==> config.mk <==
export PLATFORM = sky130hd
export DESIGN_NAME = dram_cmd_tracker
export DESIGN_NICKNAME = d
export VERILOG_FILES = /design/src/rtl/dct_pkg.sv /design/src/rtl/dct_bank_slot.sv /design/src/rtl/dct_device_fsm.sv /design/src/rtl/dram_cmd_tracker.sv
export SDC_FILE = /design/constraint.sdc
export NUM_CORES = 1
export LEC_CHECK = 0
export ABC_AREA = 1
export BUFFER_PORTS_ARGS = -buffer_cell sky130_fd_sc_hd__clkbuf_2
export CORE_UTILIZATION = 56
export DETAILED_ROUTE_END_ITERATION = 7
export PLACE_DENSITY = 0.84
export SLEW_MARGIN = 25
export SYNTH_ARGS = -nofsm -noshare
export SYNTH_HDL_FRONTEND = slang
export SYNTH_SLANG_ARGS = --single-unit
export TNS_END_PERCENT = 20
==> constraint.sdc <==
create_clock -name clk -period 2 [get_ports clk]
set_input_delay 0.3 -clock clk [delete_from_list [all_inputs] [get_ports clk]]
set_output_delay 0.3 -clock clk [all_outputs]
set_load 0.1 [all_outputs]
==> src/rtl/dct_pkg.sv <==
package dct_pkg;

   typedef enum logic [4:0] {
      C_NOP   = 5'd0,
      C_ACT   = 5'd1,
      C_RD    = 5'd2,
      C_RDA   = 5'd3,
      C_WR    = 5'd4,
      C_WRA   = 5'd5,
      C_PRE   = 5'd6,
      C_PREA  = 5'd7,
      C_REF   = 5'd8,
      C_SRE   = 5'd9,
      C_SRX   = 5'd10,
      C_PDE   = 5'd11,
      C_PDX   = 5'd12,
      C_MRS   = 5'd13,
      C_ZQCL  = 5'd14,
      C_ZQCS  = 5'd15,
      C_RESET = 5'd16
   } cmd_e;

   typedef enum logic [2:0] {
      B_IDLE    = 3'd0,
      B_OPENING = 3'd1,
      B_ACTIVE  = 3'd2,
      B_READING = 3'd3,
      B_WRITING = 3'd4,
      B_CLOSING = 3'd5
   } bank_e;

   typedef enum logic [2:0] {
      D_INIT    = 3'd0,
      D_ZQCAL   = 3'd1,
      D_NORMAL  = 3'd2,
      D_REFRESH = 3'd3,
      D_SELFREF = 3'd4,
      D_PDN_PRE = 3'd5,
      D_PDN_ACT = 3'd6
   } dev_e;

endpackage

==> src/rtl/dct_bank_slot.sv <==
module dct_bank_slot
   import dct_pkg::*;
#(
   parameter int ROW_W = 15,
   parameter int CNT_W = 4,
   parameter int T_RCD = 4,
   parameter int T_RP  = 4
) (
   input  logic             clk,
   input  logic             rst_n,
   input  cmd_e             cmd,
   input  logic             sel,
   input  logic             enable,
   input  logic [ROW_W-1:0] row_in,
   output bank_e            state_o,
   output logic [ROW_W-1:0] row_o,
   output logic             bad_o
);
   localparam logic [CNT_W-1:0] RCD_LD = CNT_W'(T_RCD - 1);
   localparam logic [CNT_W-1:0] RP_LD  = CNT_W'(T_RP - 1);

   bank_e            st_q, st_d;
   logic [ROW_W-1:0] row_q, row_d;
   logic [CNT_W-1:0] cnt_q, cnt_d;
   logic             is_open;

   assign is_open = (st_q == B_ACTIVE) || (st_q == B_READING) || (st_q == B_WRITING);

   always_comb begin
      st_d  = st_q;
      row_d = row_q;
      cnt_d = cnt_q;
      bad_o = 1'b0;
      // timed phases advance regardless of the command
      if (st_q == B_OPENING || st_q == B_CLOSING) begin
         if (cnt_q == '0) st_d = (st_q == B_OPENING) ? B_ACTIVE : B_IDLE;
         else             cnt_d = cnt_q - 1'b1;
      end
      if (enable) begin
         case (cmd)
            C_ACT: if (sel) begin
               if (st_q == B_IDLE) begin
                  st_d  = B_OPENING;
                  cnt_d = RCD_LD;
                  row_d = row_in;
               end else bad_o = 1'b1;
            end
            C_RD, C_RDA, C_WR, C_WRA: if (sel) begin
               if (!is_open) bad_o = 1'b1;
               else if (cmd == C_RDA || cmd == C_WRA) begin
                  st_d  = B_CLOSING;
                  cnt_d = RP_LD;
               end else st_d = (cmd == C_RD) ? B_READING : B_WRITING;
            end
            C_PRE, C_PREA: if (sel || cmd == C_PREA) begin
               if (is_open) begin
                  st_d  = B_CLOSING;
                  cnt_d = RP_LD;
               end else if (st_q == B_OPENING) bad_o = 1'b1;
            end
            default: ;
         endcase
      end
      if (cmd == C_RESET) begin
         st_d  = B_IDLE;
         row_d = '0;
         cnt_d = '0;
         bad_o = 1'b0;
      end
   end

   always_ff @(posedge clk) begin
      if (!rst_n) begin
         st_q  <= B_IDLE;
         row_q <= '0;
         cnt_q <= '0;
      end else begin
         st_q  <= st_d;
         row_q <= row_d;
         cnt_q <= cnt_d;
      end
   end

   assign state_o = st_q;
   assign row_o   = row_q;
endmodule

==> src/rtl/dct_device_fsm.sv <==
module dct_device_fsm
   import dct_pkg::*;
#(
   parameter int CNT_W = 4,
   parameter int T_ZQ  = 8,
   parameter int T_RFC = 10
) (
   input  logic clk,
   input  logic rst_n,
   input  cmd_e cmd,
   input  logic all_idle,
   output dev_e state_o,
   output logic normal_o,
   output logic bad_o
);
   localparam logic [CNT_W-1:0] ZQ_LD  = CNT_W'(T_ZQ - 1);
   localparam logic [CNT_W-1:0] RFC_LD = CNT_W'(T_RFC - 1);

   dev_e             st_q, st_d;
   logic [CNT_W-1:0] cnt_q, cnt_d;
   logic             quiet;

   assign quiet = (cmd == C_NOP) || (cmd == C_RESET);

   always_comb begin
      st_d  = st_q;
      cnt_d = cnt_q;
      bad_o = 1'b0;
      case (st_q)
         D_INIT: begin
            if (cmd == C_ZQCL) begin
               st_d  = D_ZQCAL;
               cnt_d = ZQ_LD;
            end else if (!quiet && cmd != C_MRS) bad_o = 1'b1;
         end
         D_ZQCAL, D_REFRESH: begin
            if (cnt_q == '0) st_d = D_NORMAL;
            else             cnt_d = cnt_q - 1'b1;
            if (!quiet) bad_o = 1'b1;
         end
         D_NORMAL: begin
            case (cmd)
               C_REF: if (all_idle) begin
                  st_d  = D_REFRESH;
                  cnt_d = RFC_LD;
               end else bad_o = 1'b1;
               C_SRE: if (all_idle) st_d = D_SELFREF;
                      else bad_o = 1'b1;
               C_ZQCL, C_ZQCS: if (all_idle) begin
                  st_d  = D_ZQCAL;
                  cnt_d = ZQ_LD;
               end else bad_o = 1'b1;
               C_MRS: bad_o = !all_idle;
               C_PDE: st_d = all_idle ? D_PDN_PRE : D_PDN_ACT;
               C_SRX, C_PDX: bad_o = 1'b1;
               default: ;
            endcase
         end
         D_SELFREF: begin
            if (cmd == C_SRX) st_d = D_NORMAL;
            else if (!quiet) bad_o = 1'b1;
         end
         default: begin
            if (cmd == C_PDX) st_d = D_NORMAL;
            else if (!quiet) bad_o = 1'b1;
         end
      endcase
      if (cmd == C_RESET) begin
         st_d  = D_INIT;
         cnt_d = '0;
      end
   end

   always_ff @(posedge clk) begin
      if (!rst_n) begin
         st_q  <= D_INIT;
         cnt_q <= '0;
      end else begin
         st_q  <= st_d;
         cnt_q <= cnt_d;
      end
   end

   assign state_o  = st_q;
   assign normal_o = (st_q == D_NORMAL);
endmodule

==> src/rtl/dram_cmd_tracker.sv <==
module dram_cmd_tracker
   import dct_pkg::*;
#(
   parameter int NUM_BANKS = 8,
   parameter int ROW_W     = 15,
   parameter int T_RCD     = 4,
   parameter int T_RP      = 4,
   parameter int T_RFC     = 10,
   parameter int T_ZQ      = 8,
   localparam int BA_W     = (NUM_BANKS > 1) ? $clog2(NUM_BANKS) : 1
) (
   input  logic                       clk,
   input  logic                       rst_n,
   input  logic [4:0]                 cmd_i,
   input  logic [BA_W-1:0]            ba_i,
   input  logic [ROW_W-1:0]           row_i,
   output logic [NUM_BANKS*3-1:0]     bank_state_o,
   output logic [NUM_BANKS*ROW_W-1:0] open_row_o,
   output logic [2:0]                 dev_state_o,
   output logic                       illegal_o
);
   localparam int MAX_AB = (T_RCD > T_RP) ? T_RCD : T_RP;
   localparam int MAX_CD = (T_RFC > T_ZQ) ? T_RFC : T_ZQ;
   localparam int MAX_T  = (MAX_AB > MAX_CD) ? MAX_AB : MAX_CD;
   localparam int CNT_W  = $clog2(MAX_T + 1);

   if (NUM_BANKS < 2 || (NUM_BANKS & (NUM_BANKS - 1)) != 0) begin : g_bad_banks
      $error("NUM_BANKS must be a power of two of at least 2");
   end
   if (T_RCD < 1 || T_RP < 1 || T_RFC < 1 || T_ZQ < 1) begin : g_bad_timing
      $error("every timing count must be at least 1");
   end

   cmd_e                 cmd;
   dev_e                 dev_st;
   logic                 dev_normal, dev_bad;
   logic [NUM_BANKS-1:0] bank_bad, bank_idle;
   logic                 illegal_q;

   assign cmd = cmd_e'(cmd_i);

   for (genvar b = 0; b < NUM_BANKS; b++) begin : g_bank
      bank_e st;
      dct_bank_slot #(
         .ROW_W (ROW_W),
         .CNT_W (CNT_W),
         .T_RCD (T_RCD),
         .T_RP  (T_RP)
      ) u_slot (
         .clk     (clk),
         .rst_n   (rst_n),
         .cmd     (cmd),
         .sel     (ba_i == BA_W'(b)),
         .enable  (dev_normal),
         .row_in  (row_i),
         .state_o (st),
         .row_o   (open_row_o[b*ROW_W +: ROW_W]),
         .bad_o   (bank_bad[b])
      );
      assign bank_state_o[b*3 +: 3] = st;
      assign bank_idle[b]           = (st == B_IDLE);
   end

   dct_device_fsm #(
      .CNT_W (CNT_W),
      .T_ZQ  (T_ZQ),
      .T_RFC (T_RFC)
   ) u_dev (
      .clk      (clk),
      .rst_n    (rst_n),
      .cmd      (cmd),
      .all_idle (&bank_idle),
      .state_o  (dev_st),
      .normal_o (dev_normal),
      .bad_o    (dev_bad)
   );

   always_ff @(posedge clk) begin
      if (!rst_n) illegal_q <= 1'b0;
      else        illegal_q <= dev_bad | (|bank_bad);
   end

   assign dev_state_o = dev_st;
   assign illegal_o   = illegal_q;
endmodule

==> flow_summary.toml <==
[synthesis]
synthArstFlopShare = 0
synthTopCellsByCount = "inv_1, nand2_1, dfxtp_1"
netlist.area_leader.share = 0.4160
seq_area_frac_synth = 0.4160
syn-mean-instance-area_sq_um = 6.775
syn_nets = 1341
ys_warn_count = 0
synth_cell_type_count = 40
synth_edf_count = 0
synth.most_common_cell = "inv_1"
synthFlopType = "dfxtp_1"
yosys-top-cells-area = "dfxtp_1, a21oi_1, o21ai_0"
ys_ff_latch = 184
synth_area_leader_cell = "dfxtp_1"
syn_area_sq_um = 8855
syn_inst = 1307

[floorplanning]
die_x_microns = 127.7
core_area_sq_um = 15310
dieArea_sq_um = 16320
ios = 173
die_y_microns = 127.7
row_count = 45
floorplan.initialDensity = 0.5782

[setup_path]
arrival_ns = 2.19
cp-end-kind = "flop"
crit_required_ns = 2.32
path_buf_inv = 3
critPathLaunchType = "flop"
path_cells = "inv_1, nor3_4, buf_4, nand2_1, nor2_2, inv_2, o21ai_0, a21oi_1"
cp_slowest_cell = "dfxtp_2"
critical-path-top-delay-family = "simple AND/OR/NAND/NOR gates"
path_class = "flop to flop"
critical_path_peak_fanout = 10
max_stage_delay_ns = 0.38

[timing]
tightest_slew_ns = 0.5913
hold_viol = 0
rsz0062_at_grt = "no"
fin_ws_ns = 0.1301
finalCriticalPeriod_ns = 1.870
skew_ns = 0.01032
fmax_mhz = 534.8
max_slew_margin = 0.6041
fin_setup_tns_ns = 0
drv_slew = 0
finalSetupViolations = 0
whs_ns = 0.09978
min_period_over_period = 0.9350

[cts]
post_cts_buffers = 0
insertion_delay_ns = 0.44
path_clk_slew_ns = 0.08
htreeDepth = 4
cts_buffers = 17
root_buffer = "clkbuf_16"
post_cts_resized = 1
clock_sinks = 184
ctsHoldBuffers = 0
clock_path_buffers = 2
cts_tree = "built"

[final_layout]
n_fill_cell = 1322
drive_gt1_frac = 0.1780
diodes = 0
area_growth_pct = 20.16
stdcell_count = 1700
fin_nets = 1510

[global_route]
grt-ovfl-total = 0
antenna_found_initial = 0
grt_pass1_vias = 8235
track_usage = 0.3130
grt_max_degree = 80
grt_pass1_wl_mm = 40.50

[drt]
wl_per_cell_microns = 14.82
firstDrtPassIters = 6
routed_via_density = 5.424
drtIter0Drc = 871
finalWirelength_mm = 25.20
ant_nets = 0
route.vias.total = 9220
drc_errors = 0

[place]
port_buffers = 172
gp_congestion = 0.9658
pre_cts_ws_ns = 0.08599
dp.cells = 1668
hpwl_mm = 17.76

[hold_path]
hp-class = "input pin to flop"

[job]
cap_viol_max_count = 0

[power]
p_leak_nw = 4.671
worst_ir_drop_vdd_v = 0.001032
powerDensity_nw_per_um2 = 792.0

[status]
outcome = "completed"
cell type report:
type	count	area [sq um]	area share
Sequential cell	184	3687	0.3465
Clock buffer	17	425.4	0.03998
Inverter	228	855.8	0.08043
Multi-Input combinational cell	843	4104	0.3857
Clock inverter	15	167.7	0.01576
Tap cell	211	264.0	0.02481
Timing Repair Buffer	202	1136	0.1068
cells in the final DEF, fill, tap and decap left out, drive strengths merged:
master,n
inv,238
nand2,212
clkbuf,189
dfxtp,184
o21ai,177
a21oi,172
nor2,121
nand3,61
nor3,33
buf,30
o211ai,10
a31oi,9
ha,9
nor4,7
nand4,7
o21bai,5
clkinv,5
o31ai,4
a211oi,4
xor2,3
a32oi,2
o2111ai,1
o221ai,1
xnor2,1
o22ai,1
nand3b,1
nor3b,1
and2,1
where the power goes:
group	internal (mW)	leakage, nW	switching, mW
Sequential	3.73	1.48	0.0571
Clock	1.69	0.292	1.68
Combinational	0.334	2.89	0.938
registers in the layout, indices dropped and copies added (netlist names):
signal / count
g_bank.u_slot.cnt_q: 32
u_dev.cnt_q: 4
u_dev.state_o: 3
g_bank.u_slot.state_o: 24
g_bank.u_slot.row_o: 120
illegal_o: 1
logic make-up (layout without fill, tap and decap cells):
logic type / count (synthesis) / count (layout) / synth area share
and+or+nand+nor: 444 / 444 / 0.2142
AOI/OAI and AO/OA: 386 / 386 / 0.2295
buffers and inverters: 280 / 462 / 0.1236
DFF: 184 / 184 / 0.4160
adders and majority gates: 9 / 9 / 0.01272
xor gates and xnor gates: 4 / 4 / 0.003957
metal layers:
layer,track usage,vias up,routed length (microns)
met4,0.1377,0,810
met2,0.4879,405,11370
met5,0,-,0
li1,-,4594,-
met3,0.06010,59,2052
met1,0.4217,4162,10960
worst min-delay path: stages:
cell,delay [ns]
clkbuf_2,0.11
inv_1,0.05
a21oi_1,0.03
stage by stage:
step,area (sq um),util,power [mW]
2_1_floorplan,8859,-,4.753
3_3_place_gp,10030,0.6550,5.064
3_5_place_dp,10030,0.6550,5.076
4_1_cts,10630,0.6939,8.429
5_1_grt,10640,0.6948,8.753
6_report,10640,0.6948,8.427
path summary, 6_finish.rpt:
path | startpoint | to | slack [ns] | cells past startpoint
min reg2reg | g_bank[1].u_slot.row_o[13] | g_bank[1].u_slot.row_o[13] | 0.44 | 2
max | u_dev.state_o[1] | g_bank[4].u_slot.state_o[1] | 0.13 | 8
min | rst_n | illegal_o | 0.1 | 3
max reg2reg | u_dev.state_o[1] | g_bank[4].u_slot.state_o[1] | 0.13 | 8
Note: power is estimated with default switching activity, not from simulation.
